File: config.mk
export PLATFORM = sky130hd
export DESIGN_NAME = panel_pwr_seq
export DESIGN_NICKNAME = d
export VERILOG_FILES = /design/src/rtl/pps_pkg.sv /design/src/rtl/pps_dwell_timer.sv /design/src/rtl/pps_frame_count.sv /design/src/rtl/panel_pwr_seq.sv
export SDC_FILE = /design/constraint.sdc
export NUM_CORES = 1
export LEC_CHECK = 0
export ABC_AREA = 1
export ABC_CLOCK_PERIOD_IN_PS = 8700
export BUFFER_PORTS_ARGS = -buffer_cell sky130_fd_sc_hd__clkbuf_2
export CORE_ASPECT_RATIO = 0.5
export CORE_MARGIN = 3
export CORE_UTILIZATION = 55
export CTS_BUF_LIST = sky130_fd_sc_hd__clkbuf_4 sky130_fd_sc_hd__clkbuf_8
export CTS_CLUSTER_SIZE = 12
export DETAILED_ROUTE_END_ITERATION = 10
export PLACE_DENSITY_LB_ADDON = 0.25
export SLEW_MARGIN = 25
export SYNTH_ARGS = -nofsm -noshare
export SYNTH_HDL_FRONTEND = slang
export SYNTH_SLANG_ARGS = --single-unit
File: constraint.sdc
create_clock -name clk -period 8.7 [get_ports clk]
set_input_delay 1.305 -clock clk [delete_from_list [all_inputs] [get_ports clk]]
set_output_delay 1.305 -clock clk [all_outputs]
set_load 0.02 [all_outputs]
File: src/rtl/pps_pkg.sv
package pps_pkg;

  typedef enum logic [3:0] {
    S_OFF, S_RAMP, S_SETTLE, S_PDUP, S_LOCK, S_IMG, S_ON,
    S_BLOFF, S_BLACK, S_PDDN, S_VOFF
  } pps_state_e;

  typedef struct packed {
    logic pwr;
    logic pdn;
    logic vid;
    logic blk;
    logic bl;
  } pps_out_t;

  // Output pattern of each step; every step changes one line.
  function automatic pps_out_t pps_decode(pps_state_e s);
    pps_out_t o;
    o = '{pwr: 1'b0, pdn: 1'b0, vid: 1'b0, blk: 1'b1, bl: 1'b0};
    unique case (s)
      S_OFF:            ;
      S_RAMP, S_SETTLE: o.pwr = 1'b1;
      S_PDUP:           begin o.pwr = 1'b1; o.pdn = 1'b1; end
      S_LOCK, S_BLACK:  begin o.pwr = 1'b1; o.pdn = 1'b1; o.vid = 1'b1; end
      S_IMG, S_BLOFF:   begin o.pwr = 1'b1; o.pdn = 1'b1; o.vid = 1'b1; o.blk = 1'b0; end
      S_ON:             begin o.pwr = 1'b1; o.pdn = 1'b1; o.vid = 1'b1; o.blk = 1'b0; o.bl = 1'b1; end
      S_PDDN:           begin o.pwr = 1'b1; o.vid = 1'b1; end
      S_VOFF:           o.pwr = 1'b1;
      default:          ;
    endcase
    return o;
  endfunction

endpackage

File: src/rtl/pps_dwell_timer.sv
module pps_dwell_timer #(
  parameter int CNT_W = 16
) (
  input  logic             clk,
  input  logic             rst_n,
  input  logic             restart,
  input  logic [CNT_W-1:0] limit,
  output logic             done
);

  localparam logic [CNT_W-1:0] CNT_MAX = '1;

  logic [CNT_W-1:0] cnt;

  // A step has lasted long enough once cnt+1 cycles reach the limit;
  // a limit of zero is therefore met in the first cycle.
  function automatic logic reached(logic [CNT_W-1:0] c, logic [CNT_W-1:0] l);
    return ({1'b0, c} + (CNT_W+1)'(1)) >= {1'b0, l};
  endfunction

  always_ff @(posedge clk or negedge rst_n) begin
    if (!rst_n)              cnt <= '0;
    else if (restart)        cnt <= '0;
    else if (cnt != CNT_MAX) cnt <= cnt + CNT_W'(1);
  end

  assign done = reached(cnt, limit);

  a_r9_fresh_count: assert property (@(posedge clk) disable iff (!rst_n)
    $past(restart) |-> (done == (limit <= CNT_W'(1))));

endmodule

File: src/rtl/pps_frame_count.sv
module pps_frame_count #(
  parameter int FRAMES = 3
) (
  input  logic clk,
  input  logic rst_n,
  input  logic clear,
  input  logic active,
  input  logic strobe,
  output logic done
);

  localparam int FW = (FRAMES < 1) ? 1 : $clog2(FRAMES + 1);
  localparam logic [FW-1:0] LAST = FW'(FRAMES - 1);

  logic [FW-1:0] fcnt;

  always_ff @(posedge clk or negedge rst_n) begin
    if (!rst_n)                                  fcnt <= '0;
    else if (clear)                              fcnt <= '0;
    else if (active && strobe && fcnt != LAST)   fcnt <= fcnt + FW'(1);
  end

  assign done = active && strobe && (fcnt == LAST);

  a_r7_frames_bounded: assert property (@(posedge clk) disable iff (!rst_n)
    active |-> (fcnt <= LAST));

endmodule

File: src/rtl/panel_pwr_seq.sv
module panel_pwr_seq
  import pps_pkg::*;
#(
  parameter int CNT_W        = 16,
  parameter int BLACK_FRAMES = 3
) (
  input  logic             clk,
  input  logic             rst_n,
  input  logic             en_req,
  input  logic             frame_start,
  input  logic [CNT_W-1:0] ramp_cycles,
  input  logic [CNT_W-1:0] settle_cycles,
  input  logic [CNT_W-1:0] lock_cycles,
  input  logic [CNT_W-1:0] bl_off_cycles,
  output logic             panel_pwr_en,
  output logic             ser_pd_n,
  output logic             video_en,
  output logic             force_black,
  output logic             bl_en,
  output logic             link_on,
  output logic             link_off
);

  pps_state_e       state, state_nxt;
  pps_out_t         out_q;
  logic             req_q;
  logic             on_q, off_q;
  logic [CNT_W-1:0] dwell_lim;
  logic             step_enter;
  logic             wait_done;
  logic             frames_done;
  logic             in_black;

  always_ff @(posedge clk or negedge rst_n) begin
    if (!rst_n) req_q <= 1'b0;
    else        req_q <= en_req;
  end

  always_comb begin
    unique case (state)
      S_RAMP:   dwell_lim = ramp_cycles;
      S_SETTLE: dwell_lim = settle_cycles;
      S_LOCK:   dwell_lim = lock_cycles;
      S_BLOFF:  dwell_lim = bl_off_cycles;
      default:  dwell_lim = '0;
    endcase
  end

  assign step_enter = (state_nxt != state);
  assign in_black   = (state == S_BLACK);

  pps_dwell_timer #(.CNT_W(CNT_W)) u_timer (
    .clk     (clk),
    .rst_n   (rst_n),
    .restart (step_enter),
    .limit   (dwell_lim),
    .done    (wait_done)
  );

  pps_frame_count #(.FRAMES(BLACK_FRAMES)) u_frames (
    .clk    (clk),
    .rst_n  (rst_n),
    .clear  (step_enter),
    .active (in_black),
    .strobe (frame_start),
    .done   (frames_done)
  );

  always_comb begin
    state_nxt = state;
    unique case (state)
      S_OFF:    if (req_q)       state_nxt = S_RAMP;
      S_RAMP:   if (wait_done)   state_nxt = S_SETTLE;
      S_SETTLE: if (wait_done)   state_nxt = S_PDUP;
      S_PDUP:                    state_nxt = S_LOCK;
      S_LOCK:   if (wait_done)   state_nxt = S_IMG;
      S_IMG:                     state_nxt = S_ON;
      S_ON:     if (!req_q)      state_nxt = S_BLOFF;
      S_BLOFF:  if (wait_done)   state_nxt = S_BLACK;
      S_BLACK:  if (frames_done) state_nxt = S_PDDN;
      S_PDDN:                    state_nxt = S_VOFF;
      S_VOFF:                    state_nxt = S_OFF;
      default:                   state_nxt = S_OFF;
    endcase
  end

  // Outputs come straight from flops, loaded with the next step's pattern.
  always_ff @(posedge clk or negedge rst_n) begin
    if (!rst_n) begin
      state <= S_OFF;
      out_q <= pps_decode(S_OFF);
      on_q  <= 1'b0;
      off_q <= 1'b1;
    end else begin
      state <= state_nxt;
      out_q <= pps_decode(state_nxt);
      on_q  <= (state_nxt == S_ON);
      off_q <= (state_nxt == S_OFF);
    end
  end

  assign panel_pwr_en = out_q.pwr;
  assign ser_pd_n     = out_q.pdn;
  assign video_en     = out_q.vid;
  assign force_black  = out_q.blk;
  assign bl_en        = out_q.bl;
  assign link_on      = on_q;
  assign link_off     = off_q;

  a_r3_pdn_after_supply: assert property (@(posedge clk) disable iff (!rst_n)
    $rose(ser_pd_n) |-> $past(panel_pwr_en) && !video_en);

  a_r3_video_after_pdn: assert property (@(posedge clk) disable iff (!rst_n)
    $rose(video_en) |-> $past(ser_pd_n) && force_black);

  a_r4_black_until_lock: assert property (@(posedge clk) disable iff (!rst_n)
    $fell(force_black) |-> $past(wait_done) && video_en && !bl_en);

  a_r5_backlight_last: assert property (@(posedge clk) disable iff (!rst_n)
    $rose(bl_en) |-> $past(!force_black) && ser_pd_n && video_en && panel_pwr_en);

  a_r6_backlight_first: assert property (@(posedge clk) disable iff (!rst_n)
    $fell(bl_en) |-> !force_black && video_en && ser_pd_n);

  a_r7_pdn_after_frames: assert property (@(posedge clk) disable iff (!rst_n)
    $fell(ser_pd_n) |-> $past(frames_done) && force_black);

  a_r8_video_off_after_pdn: assert property (@(posedge clk) disable iff (!rst_n)
    $fell(video_en) |-> $past(!ser_pd_n) && panel_pwr_en);

  a_r8_supply_last: assert property (@(posedge clk) disable iff (!rst_n)
    $fell(panel_pwr_en) |-> $past(!video_en) && link_off);

  a_r10_no_abort_up: assert property (@(posedge clk) disable iff (!rst_n)
    (state == S_RAMP) |=> (state == S_RAMP || state == S_SETTLE));

  a_r10_no_abort_down: assert property (@(posedge clk) disable iff (!rst_n)
    (state == S_BLACK) |=> (state == S_BLACK || state == S_PDDN));

  a_r11_status_exclusive: assert property (@(posedge clk) disable iff (!rst_n)
    !(link_on && link_off));

endmodule

==> results.yml, run 1 <==
clock_network:
  cts.sinks: 29
  cts_root_buf: "clkbuf_8"
  clockBufferDepth: 2
  cts_max_level: 2
  ctsHoldBuffers: 0
  cts_resized: 0
  clk_pin_slew_ns: 0.06
  post_cts_buffers: 0
  clock_latency_ns: 0.28
  cts_tree: "built"
  cts_made_buffers: 5
grt:
  grt_pass1_vias: 2164
  grt_pass1_wl_mm: 9.27
  track_usage_pct: 23.2
  antenna_found_initial: 0
  grt-ovfl-total: 0
  grt_max_degree: 30
setup_path:
  worstPathRequired_ns: 8.90
  crit_type: "reg -> reg"
  crit_arrival_ns: 3.96
  start_kind: "register"
  cp-end-kind: "register"
  crit_fanout: 18
yosys:
  netlist-cell-type-count: 34
  syn_nets: 378
  seq_area_frac_synth_pct: 32.0
  synth_seq_cells: 29
  yosysWarnings: 0
  syn-cell-area_um2: 2270
  syn_avg_cell_area_um2: 7.79
  postSynthCellCount: 292
cells_and_area:
  finalNetCount: 452
  utilization_pct: 75.5
  syn_to_final_growth_pct: 22.7
  fin_cells: 418
  drive_gt1_share_pct: 30.2
  n_antenna_cell: 0
power:
  p_comb_share_pct: 60.2
  power_per_cell_area_nw_per_um2: 298
  p_clk_share_pct: 17.5
  p_int_uw: 440
  ir_worst_vdd_mv: 0.323
  p_leak_uw: 0.00143
  p_sw_uw: 390
  seqPwrFrac_pct: 22.3
  switching_share_pct: 47.0
sta:
  skew_ns: 0.00637
  maxSlewHeadroom_pct: 49.5
  report.final.slew_viol_count: 0
  hold-worst-slack_ns: 0.542
  timing.setup.tns_ns: 0
  worst_pin_slew_ns: 0.757
  setup-violations-final: 0
  post-route-min-period_ns: 3.76
  setup_ws_ns: 4.94
  finalCritPeriodShare_pct: 43.2
  fmax_ghz: 0.266
  rsz0062_at_grt: "false"
  hold_viol: 0
detailed_routing:
  routedWlPerCell_um: 13.5
  drc: 0
  first_pass_iters: 4
  drtAntennaViolNets: 0
  vias: 2299
  vias_per_cell: 5.50
  drt-total-wl_mm: 5.66
  drt_iter0_drc: 101
die:
  core_um2: 3700
  fp.dieH_um: 51.5
  start_util_pct: 61.5
  fp-row-count: 15
  die_area_um2: 4990
  die_w_um: 96.9
  io_pins: 75
place:
  place_inst: 410
  place_ws_ns: 4.93
  dpl.hpwl_mm: 4.51
  portBuffers: 74
  gp_congestion: 0.803
run_status:
  status: "completed"
hold_path:
  hold_class: "reg -> reg"
flow_run:
  drv_cap: 0
-- cells by family (layout without fill, tap and decap cells) --
family                   count (synthesis)  in the layout  synth area share [%]
AND/OR/NAND/NOR                        146            146                  29.8
adder cells (fa/ha/maj)                 18             18                  9.91
buffers and inverters                   37            112                  6.60
XOR/XNOR                                12             12                  4.62
flip-flops                              29             29                  32.0
multiplexers                             1              1                 0.440
AO/OA/AOI/OAI                           49             49                  16.6
-- worst max-delay path, stage by stage (launching register included) --
cell and delay, ns:
dfrtp_1 0.43, ha_1 0.19, nand2_1 0.09, nor2_2 0.18, nand3_1 0.15, nor3_1 0.29
nand3_1 0.20, nor2_1 0.15, xor2_1 0.24, ha_1 0.23, nand2_1 0.09, nor2_1 0.08
nand2_1 0.07, o21ai_0 0.19, nand2_1 0.11, nand3_4 0.13, nor2_1 0.06, nor2_2 0.13
nand2_2 0.11, nand2_2 0.09, nand4_4 0.28, nor2_1 0.19
-- registers in the layout, indices dropped and copies added, names as in the netlist --
signal and count:
force_black 1, link_on 1, u_timer.cnt 16, u_frames.fcnt 2, panel_pwr_en 1, req_q 1, ser_pd_n 1, video_en 1
state 4, link_off 1
-- final cells by class --
| type | count | area (µm²) |
|---|---|---|
| clock inverter | 1 | 30.0 |
| multi-input combinational | 226 | 1400 |
| tap | 51 | 63.8 |
| sequential | 29 | 728 |
| timing repair buffer | 74 | 370 |
| inverter | 30 | 113 |
| fill | 280 | 907 |
| clock buffer | 7 | 90.1 |
-- metrics by stage --
step,area (µm²),power [µW]
detailed placement,2670,681
global route,2790,914
finish,2790,830
floorplan,2270,581
CTS,2790,833
global placement,2670,661
-- power groups by stage --
stage | Sequential [µW] | Combinational (µW) | Clock (µW)
after global routing | 189 | 566 | 159
after global placement | 187 | 474 | 0
after detailed placement | 187 | 495 | 0
final | 185 | 500 | 146
after CTS | 185 | 500 | 148
after floorplan | 199 | 382 | 0
-- cell usage in the layout (no fill, tap or decap), types with 8 or more instances in the layout --
cell	count
nor2_1	52
nor2_2	16
ha_1	18
a221oi_1	15
a22o_1	15
inv_1	27
a21oi_1	8
nand2_1	52
clkbuf_2	74
dfrtp_1	27
-- metal layers --
metal  vias up  wire [µm]  track usage, %
met1      1098       2430            27.3
met5         -          0               0
met3        10        240            5.72
met2        58       2940            43.5
li1       1133          -               -
met4         0         49            4.90
-- final timing paths --
kind,start,end,slack [ns],cells after the start
max in group asynchronous,rst_n,panel_pwr_en,7.19,1
worst min-delay path,u_frames.fcnt[1],u_frames.fcnt[1],0.54,2
worst min register to register,u_frames.fcnt[1],u_frames.fcnt[1],0.54,2
worst max-delay path,u_timer.cnt[0],u_timer.cnt[14],4.94,21
worst max register to register,u_timer.cnt[0],u_timer.cnt[14],4.94,21
min in group asynchronous,rst_n,u_timer.cnt[4],1.06,1
-- synthesized netlist by cell type --
master     n  area share [%]
or2_2      1            0.28
nor4_1     1            0.28
dfstp_2    2             2.3
nor3_2     1            0.44
nand4_1    3            0.83
clkinv_1   3            0.50
clkbuf_1   5            0.83
a22o_1    15             5.8
a41oi_1    1            0.39
nor2_2    16             4.4
xnor2_1    5             1.9
ha_1      18             9.9
nand2_2    5             1.4
nand3_1    7             1.5
nand3_4    1            0.77
nor3_1     3            0.66
inv_1     27             4.5
nor2_4     1            0.50
mux2i_1    1            0.44
and3_1     1            0.28
a21oi_1    8             1.8
a221oi_1  15             5.8
a21o_1     1            0.33
nand3b_1   1            0.33
nand2_1   52             8.6
a21oi_4    1            0.72
o21ai_0    7             1.5
o21bai_1   1            0.33
buf_6      1            0.50
nor2_1    52             8.6
nand4_4    1            0.94
buf_4      1            0.33
xor2_1     7             2.7
dfrtp_1   27              30
(Power assumes the default switching activity.)
==> run 2, diff against run 1 <==
ABC_CLOCK_PERIOD_IN_PS = 3480   (was 8700)
CORE_UTILIZATION = 53   (was 55)
clock period = 3.48 ns   (was 8.7 ns; I/O delays follow)
==> run 2 against run 1 <==
Design area rose by 12%. Critical path depth fell by 1. Global-route usage fell by 0.56 points. Utilization rose by 2.6 points. Count of clock-buffer cells in the layout did not move. Cell count rose by 5.7%. Largest cell class unchanged. First-iteration DRC count rose by 23%. Worst setup slack got worse by 4.9 ns. Routed wire length rose by 14%. Clock power rose to 2.5 times the previous value. Sequential cell count did not move.
==> results.yml, run 2 (same netlist as run 1, synthesis figures left out) <==
power:
  p_comb_share_pct: 68.4
  p_clk_share_pct: 13.9
  p_sw_uw: 1200
  power_per_cell_area_nw_per_um2: 844
  ir_worst_vdd_mv: 0.702
  power_uw: 2640
  p_int_uw: 1440
  switching_share_pct: 45.3
  seqPwrFrac_pct: 17.7
  p_leak_uw: 0.00157
die:
  fp-row-count: 16
  core_um2: 4000
  die_area_um2: 5160
  die_w_um: 98.6
  start_util_pct: 56.8
  fp.dieH_um: 52.3
  io_pins: 75
setup_path:
  path_buf_inv: 3
  crit_type: "reg -> reg"
  reg2regPathDepth: 20
  crit_slowest_cell: "dfrtp_1"
  crit_chain: "ha_2, nand2_2, nor2_4, nand3_2, nor3_2, nand3_1, nor2_1, xor2_1, ha_1, buf_4, a21oi_2, o21ai_1, nand2_1, nand3_4, a21oi_4, buf_4, nand3_2, nand4_4, clkbuf_16, nor2_1"
  crit_fanout: 5
  timing.rr.end: "u_frames.fcnt[0]"
  r2r_slack_ns: 0.02
  start_kind: "register"
  worstPathRequired_ns: 3.64
  crit_arrival_ns: 3.62
  cpLargestDelayFamily: "simple AND/OR/NAND/NOR gates"
  cpPeakStageDelay_ns: 0.38
  cp-end-kind: "register"
  r2r_start: "u_timer.cnt[1]"
cells_and_area:
  largest_register_ff_count: 16
  finalNetCount: 473
  seq_area_um2: 729
  n_antenna_cell: 0
  largest_register: "u_timer.cnt"
  stdcell_area_um2: 3130
  drive_gt1_share_pct: 40.5
  reg_top3: "u_timer.cnt (16), state (4), u_frames.fcnt (2)"
  syn_to_final_growth_pct: 37.5
  final_common_cell: "clkbuf_2"
  nFillCells: 278
  mostFrequentLayoutCells: "clkbuf_2 (74), nand2_1 (50), nor2_1 (40), inv_1 (27), dfrtp_1 (26)"
  multiInputGateArea_um2: 1510
grt:
  grt_max_degree: 30
  track_usage_pct: 22.6
  grt_pass1_wl_mm: 9.20
  grt_pass1_vias: 2102
  grt-ovfl-total: 0
  antenna_found_initial: 0
detailed_routing:
  drc: 0
  routedWlPerCell_um: 14.7
  vias_per_cell: 5.44
  drt_iter0_drc: 124
  vias: 2404
  drtAntennaViolNets: 0
  drt-total-wl_mm: 6.48
  first_pass_iters: 4
clock_network:
  clk_pin_slew_ns: 0.06
  cts_made_buffers: 5
  cts_tree: "built"
  clockBufferDepth: 2
  cts.sinks: 29
  cts_max_level: 2
  clock_latency_ns: 0.28
  cts_root_buf: "clkbuf_8"
sta:
  post-route-min-period_ns: 3.46
  setup-violations-final: 0
  rsz0062_at_grt: "true"
  hold_viol: 0
  report.final.slew_viol_count: 0
  skew_ns: 0.00435
  fmax_ghz: 0.289
  worst_pin_slew_ns: 0.706
  hold-worst-slack_ns: 0.280
  finalCritPeriodShare_pct: 99.4
  maxSlewHeadroom_pct: 52.9
hold_path:
  hold_class: "in -> async"
flow_run:
  drv_cap: 0
place:
  gp_congestion: 0.889
  portBuffers: 74
  dpl_cell_area_um2: 2720
  dpl.hpwl_mm: 4.53
run_status:
  status: "completed"
run 2: layout make-up:
cell class	count	area share, %
clock buffers	7	2.88
clock inverters	1	0.961
inverters	30	3.72
multi-input cells	226	48.4
flip-flops and latches	29	23.3
well taps	54	2.16
repair buffers	95	18.5
run 2: how the worst max path moves through the flow:
| stage | slack (ns) | cells past startpoint | startpoint | to |
|---|---|---|---|---|
| 5_1_grt | -0.20 | 22 | u_timer.cnt[1] | u_timer.cnt[9] |
| 4_1_cts | 0.02 | 20 | u_timer.cnt[0] | panel_pwr_en |
| 6_report | 0.02 | 20 | u_timer.cnt[1] | u_frames.fcnt[0] |
| 3_3_place_gp | 0.21 | 22 | u_timer.cnt[0] | u_timer.cnt[12] |
| 3_5_place_dp | 0.004 | 20 | u_timer.cnt[0] | panel_pwr_en |
| 2_1_floorplan | 0.39 | 22 | u_timer.cnt[0] | u_timer.cnt[4] |
run 2: worst register-to-register path, delay by kind of cell (launching register included):
family | cells | cell delay (ns)
buffers and inverters | 3 | 0.46
XOR/XNOR | 1 | 0.21
AND/OR/NAND/NOR | 11 | 1.40
AO/OA/AOI/OAI | 3 | 0.39
flip-flops | 1 | 0.38
adder cells (fa/ha/maj) | 2 | 0.50
run 2: repair_timing:
action / 4_1_cts / 5_1_grt
buffers inserted: 0 / 13
pin swaps: 0 / 22
resized for setup: 1 / 32
endpoints found under the setup margin: 20 / 25
hold buffers: 0 / 0
gates cloned: 0 / 3
run 2: power groups by stage:
| stage | logic (µW) | registers, µW | clock network [µW] |
|---|---|---|---|
| after floorplan | 956 | 498 | 0 |
| after global placement | 1290 | 467 | 0 |
| after detailed placement | 1350 | 469 | 0 |
| after CTS | 1360 | 467 | 373 |
| after global routing | 1950 | 476 | 392 |
| final | 1810 | 466 | 368 |
run 2: through the flow:
stage | utilization, % | worst slack (ns) | TNS (ns) | instances
after floorplan | - | 0.392 | 0 | 292
after global placement | 68.0 | 0.206 | 0 | 418
after detailed placement | 68.0 | 0.00413 | 0 | 418
after CTS | 71.2 | 0.0235 | 0 | 426
after global routing | 78.1 | -0.203 | -3.70 | 442
final | 78.1 | 0.0208 | 0 | 442
run 2: routing by layer:
layer  global-route usage (%)  share of wire [%]  vias to the layer above
met5                        0                  0                        -
met4                     7.48                1.8                        0
met3                     6.37                5.3                       10
met2                     38.8                 51                       70
met1                     27.8                 42                     1150
li1                         -                  -                     1174
==> run 3, diff against run 2 <==
SETUP_SLACK_MARGIN = 0.15   (was not set)
==> run 3 against run 2 <==
Count of clock-buffer cells in the layout did not move. Via count increased by 3.4%. Register-to-register slack better by 0.23 ns. Global-route usage grew 2.3 points. Sequential share of layout area decreased by 0.29 points. Critical path type unchanged. First-iteration DRC count decreased by 14%.
==> results.yml, run 3 (same netlist as run 1, synthesis figures left out) <==
die:
  die_area_um2: 5160
  fp-row-count: 16
  io_pins: 75
  fp.dieH_um: 52.3
  core_um2: 4000
  die_w_um: 98.6
  start_util_pct: 56.8
power:
  p_comb_share_pct: 67.8
  switching_share_pct: 46.7
  p_sw_uw: 1220
  ir_worst_vdd_mv: 0.673
  seqPwrFrac_pct: 17.8
  p_leak_uw: 0.00160
  power_per_cell_area_nw_per_um2: 825
  p_clk_share_pct: 14.4
  p_int_uw: 1400
sta:
  finalCritPeriodShare_pct: 92.8
  post-route-min-period_ns: 3.23
  fmax_ghz: 0.310
  worst_pin_slew_ns: 0.729
  setup_ws_ns: 0.251
  rsz0062_at_grt: "true"
  maxSlewHeadroom_pct: 51.4
  skew_ns: 0.0117
  hold_viol: 0
  setup-violations-final: 0
  report.final.slew_viol_count: 0
  hold-worst-slack_ns: 0.278
cells_and_area:
  n_antenna_cell: 0
  seq_area_um2: 732
  fin_cells: 442
  mostFrequentLayoutCells: "clkbuf_2 (74), nand2_1 (50), nor2_1 (44), inv_1 (25), dfrtp_1 (24)"
  nFillCells: 262
  utilization_pct: 79.3
  largest_register: "u_timer.cnt"
  stdcell_area_um2: 3180
  multiInputGateArea_um2: 1570
  reg_top3: "u_timer.cnt (16), state (4), u_frames.fcnt (2)"
  drive_gt1_share_pct: 41.8
  finalNetCount: 473
  largest_register_ff_count: 16
  syn_to_final_growth_pct: 39.7
  final_common_cell: "clkbuf_2"
detailed_routing:
  drt-total-wl_mm: 6.88
  drc: 0
  drt_iter0_drc: 107
  first_pass_iters: 4
  drtAntennaViolNets: 0
  vias: 2486
  routedWlPerCell_um: 15.6
  vias_per_cell: 5.62
setup_path:
  cp-end-kind: "register"
  worstPathRequired_ns: 3.70
  start_kind: "register"
  crit_type: "reg -> reg"
  crit_fanout: 5
  crit_arrival_ns: 3.45
grt:
  grt-ovfl-total: 0
  track_usage_pct: 24.9
  grt_pass1_wl_mm: 10.0
  grt_max_degree: 30
  antenna_found_initial: 0
  grt_pass1_vias: 2215
clock_network:
  clock_latency_ns: 0.29
  cts_tree: "built"
  cts_made_buffers: 5
  cts.sinks: 29
  clockBufferDepth: 2
  cts_max_level: 2
  clk_pin_slew_ns: 0.07
  cts_root_buf: "clkbuf_8"
place:
  dpl.hpwl_mm: 4.53
  gp_congestion: 0.889
  portBuffers: 74
  dpl_cell_area_um2: 2720
  place_ws_ns: 0.00413
  place_inst: 418
run_status:
  status: "completed"
hold_path:
  hold_class: "in -> async"
flow_run:
  drv_cap: 0
==> run 3: cell types whose count changed in the layout (fill, tap and decap cells not counted), sizes merged <==
cell	previous run	this run
buf	19	20
inv	27	28
clkinvlp	1	0
clkbuf	83	82
==> run 3: worst paths after layout <==
check	slack, ns	endpoint	depth (start not counted)	start
setup / recovery	0.25	u_timer.cnt[9]	21	u_timer.cnt[2]
hold / removal	0.28	u_timer.cnt[3]	1	rst_n
setup reg to reg	0.25	u_timer.cnt[9]	21	u_timer.cnt[2]
hold reg to reg	0.56	u_frames.fcnt[0]	2	u_frames.fcnt[0]
max in group asynchronous	2.67	state[1]	1	rst_n
min in group clk	0.35	req_q	1	en_req
==> run 3: cell type report <==
| type | count | area share (%) |
|---|---|---|
| well taps | 54 | 2.13 |
| inverters | 30 | 3.62 |
| flip-flops and latches | 29 | 23.0 |
| multi-input cells | 226 | 49.5 |
| repair buffers | 95 | 17.9 |
| clock inverters | 1 | 0.946 |
| clock buffers | 7 | 2.84 |
==> run 3: through the flow <==
stage,total power (µW),setup TNS (ns)
2_1_floorplan,1450,0
3_5_place_dp,1820,0
3_3_place_gp,1760,0
5_1_grt,2810,-0.0466
6_report,2620,0
4_1_cts,2430,0
==> run 3: what timing repair did <==
action                     CTS  global route
cloned                       1             1
hold buffers                 0             0
pin swaps                   17            12
setup buffers               10             4
setup endpoints to repair   24            26
resized for setup           17            32
==> run 3: power groups by stage <==
stage                     registers [µW]  logic [µW]  clock network (µW)
final                                467        1780                 377
after CTS                            466        1590                 373
after global routing                 475        1940                 398
after detailed placement             469        1350                   0
after global placement               467        1290                   0
after floorplan                      498         956                   0
==> run 3: critical path: stages, from the launching register on <==
cell	delay, ns
dfrtp_1	0.39
nand3_1	0.14
nor2_1	0.15
nand2_1	0.16
inv_1	0.13
a21oi_1	0.10
or2_2	0.31
inv_1	0.10
ha_1	0.23
nand2_1	0.10
nor2_2	0.07
nand3b_1	0.08
nand3_1	0.12
nand2_2	0.11
nand3_4	0.12
nor2_4	0.12
nor2_4	0.05
buf_4	0.13
nand3_2	0.08
nand4_4	0.15
clkbuf_16	0.22
nor2_4	0.07
==> run 3: layer usage <==
| metal | global-route usage (%) | part of all wire (%) | wire length, µm |
|---|---|---|---|
| met5 | 0 | 0 | 0 |
| met4 | 7.71 | 2.6 | 178 |
| met3 | 6.37 | 5.1 | 352 |
| met2 | 44.1 | 52 | 3580 |
| met1 | 30.4 | 40 | 2770 |
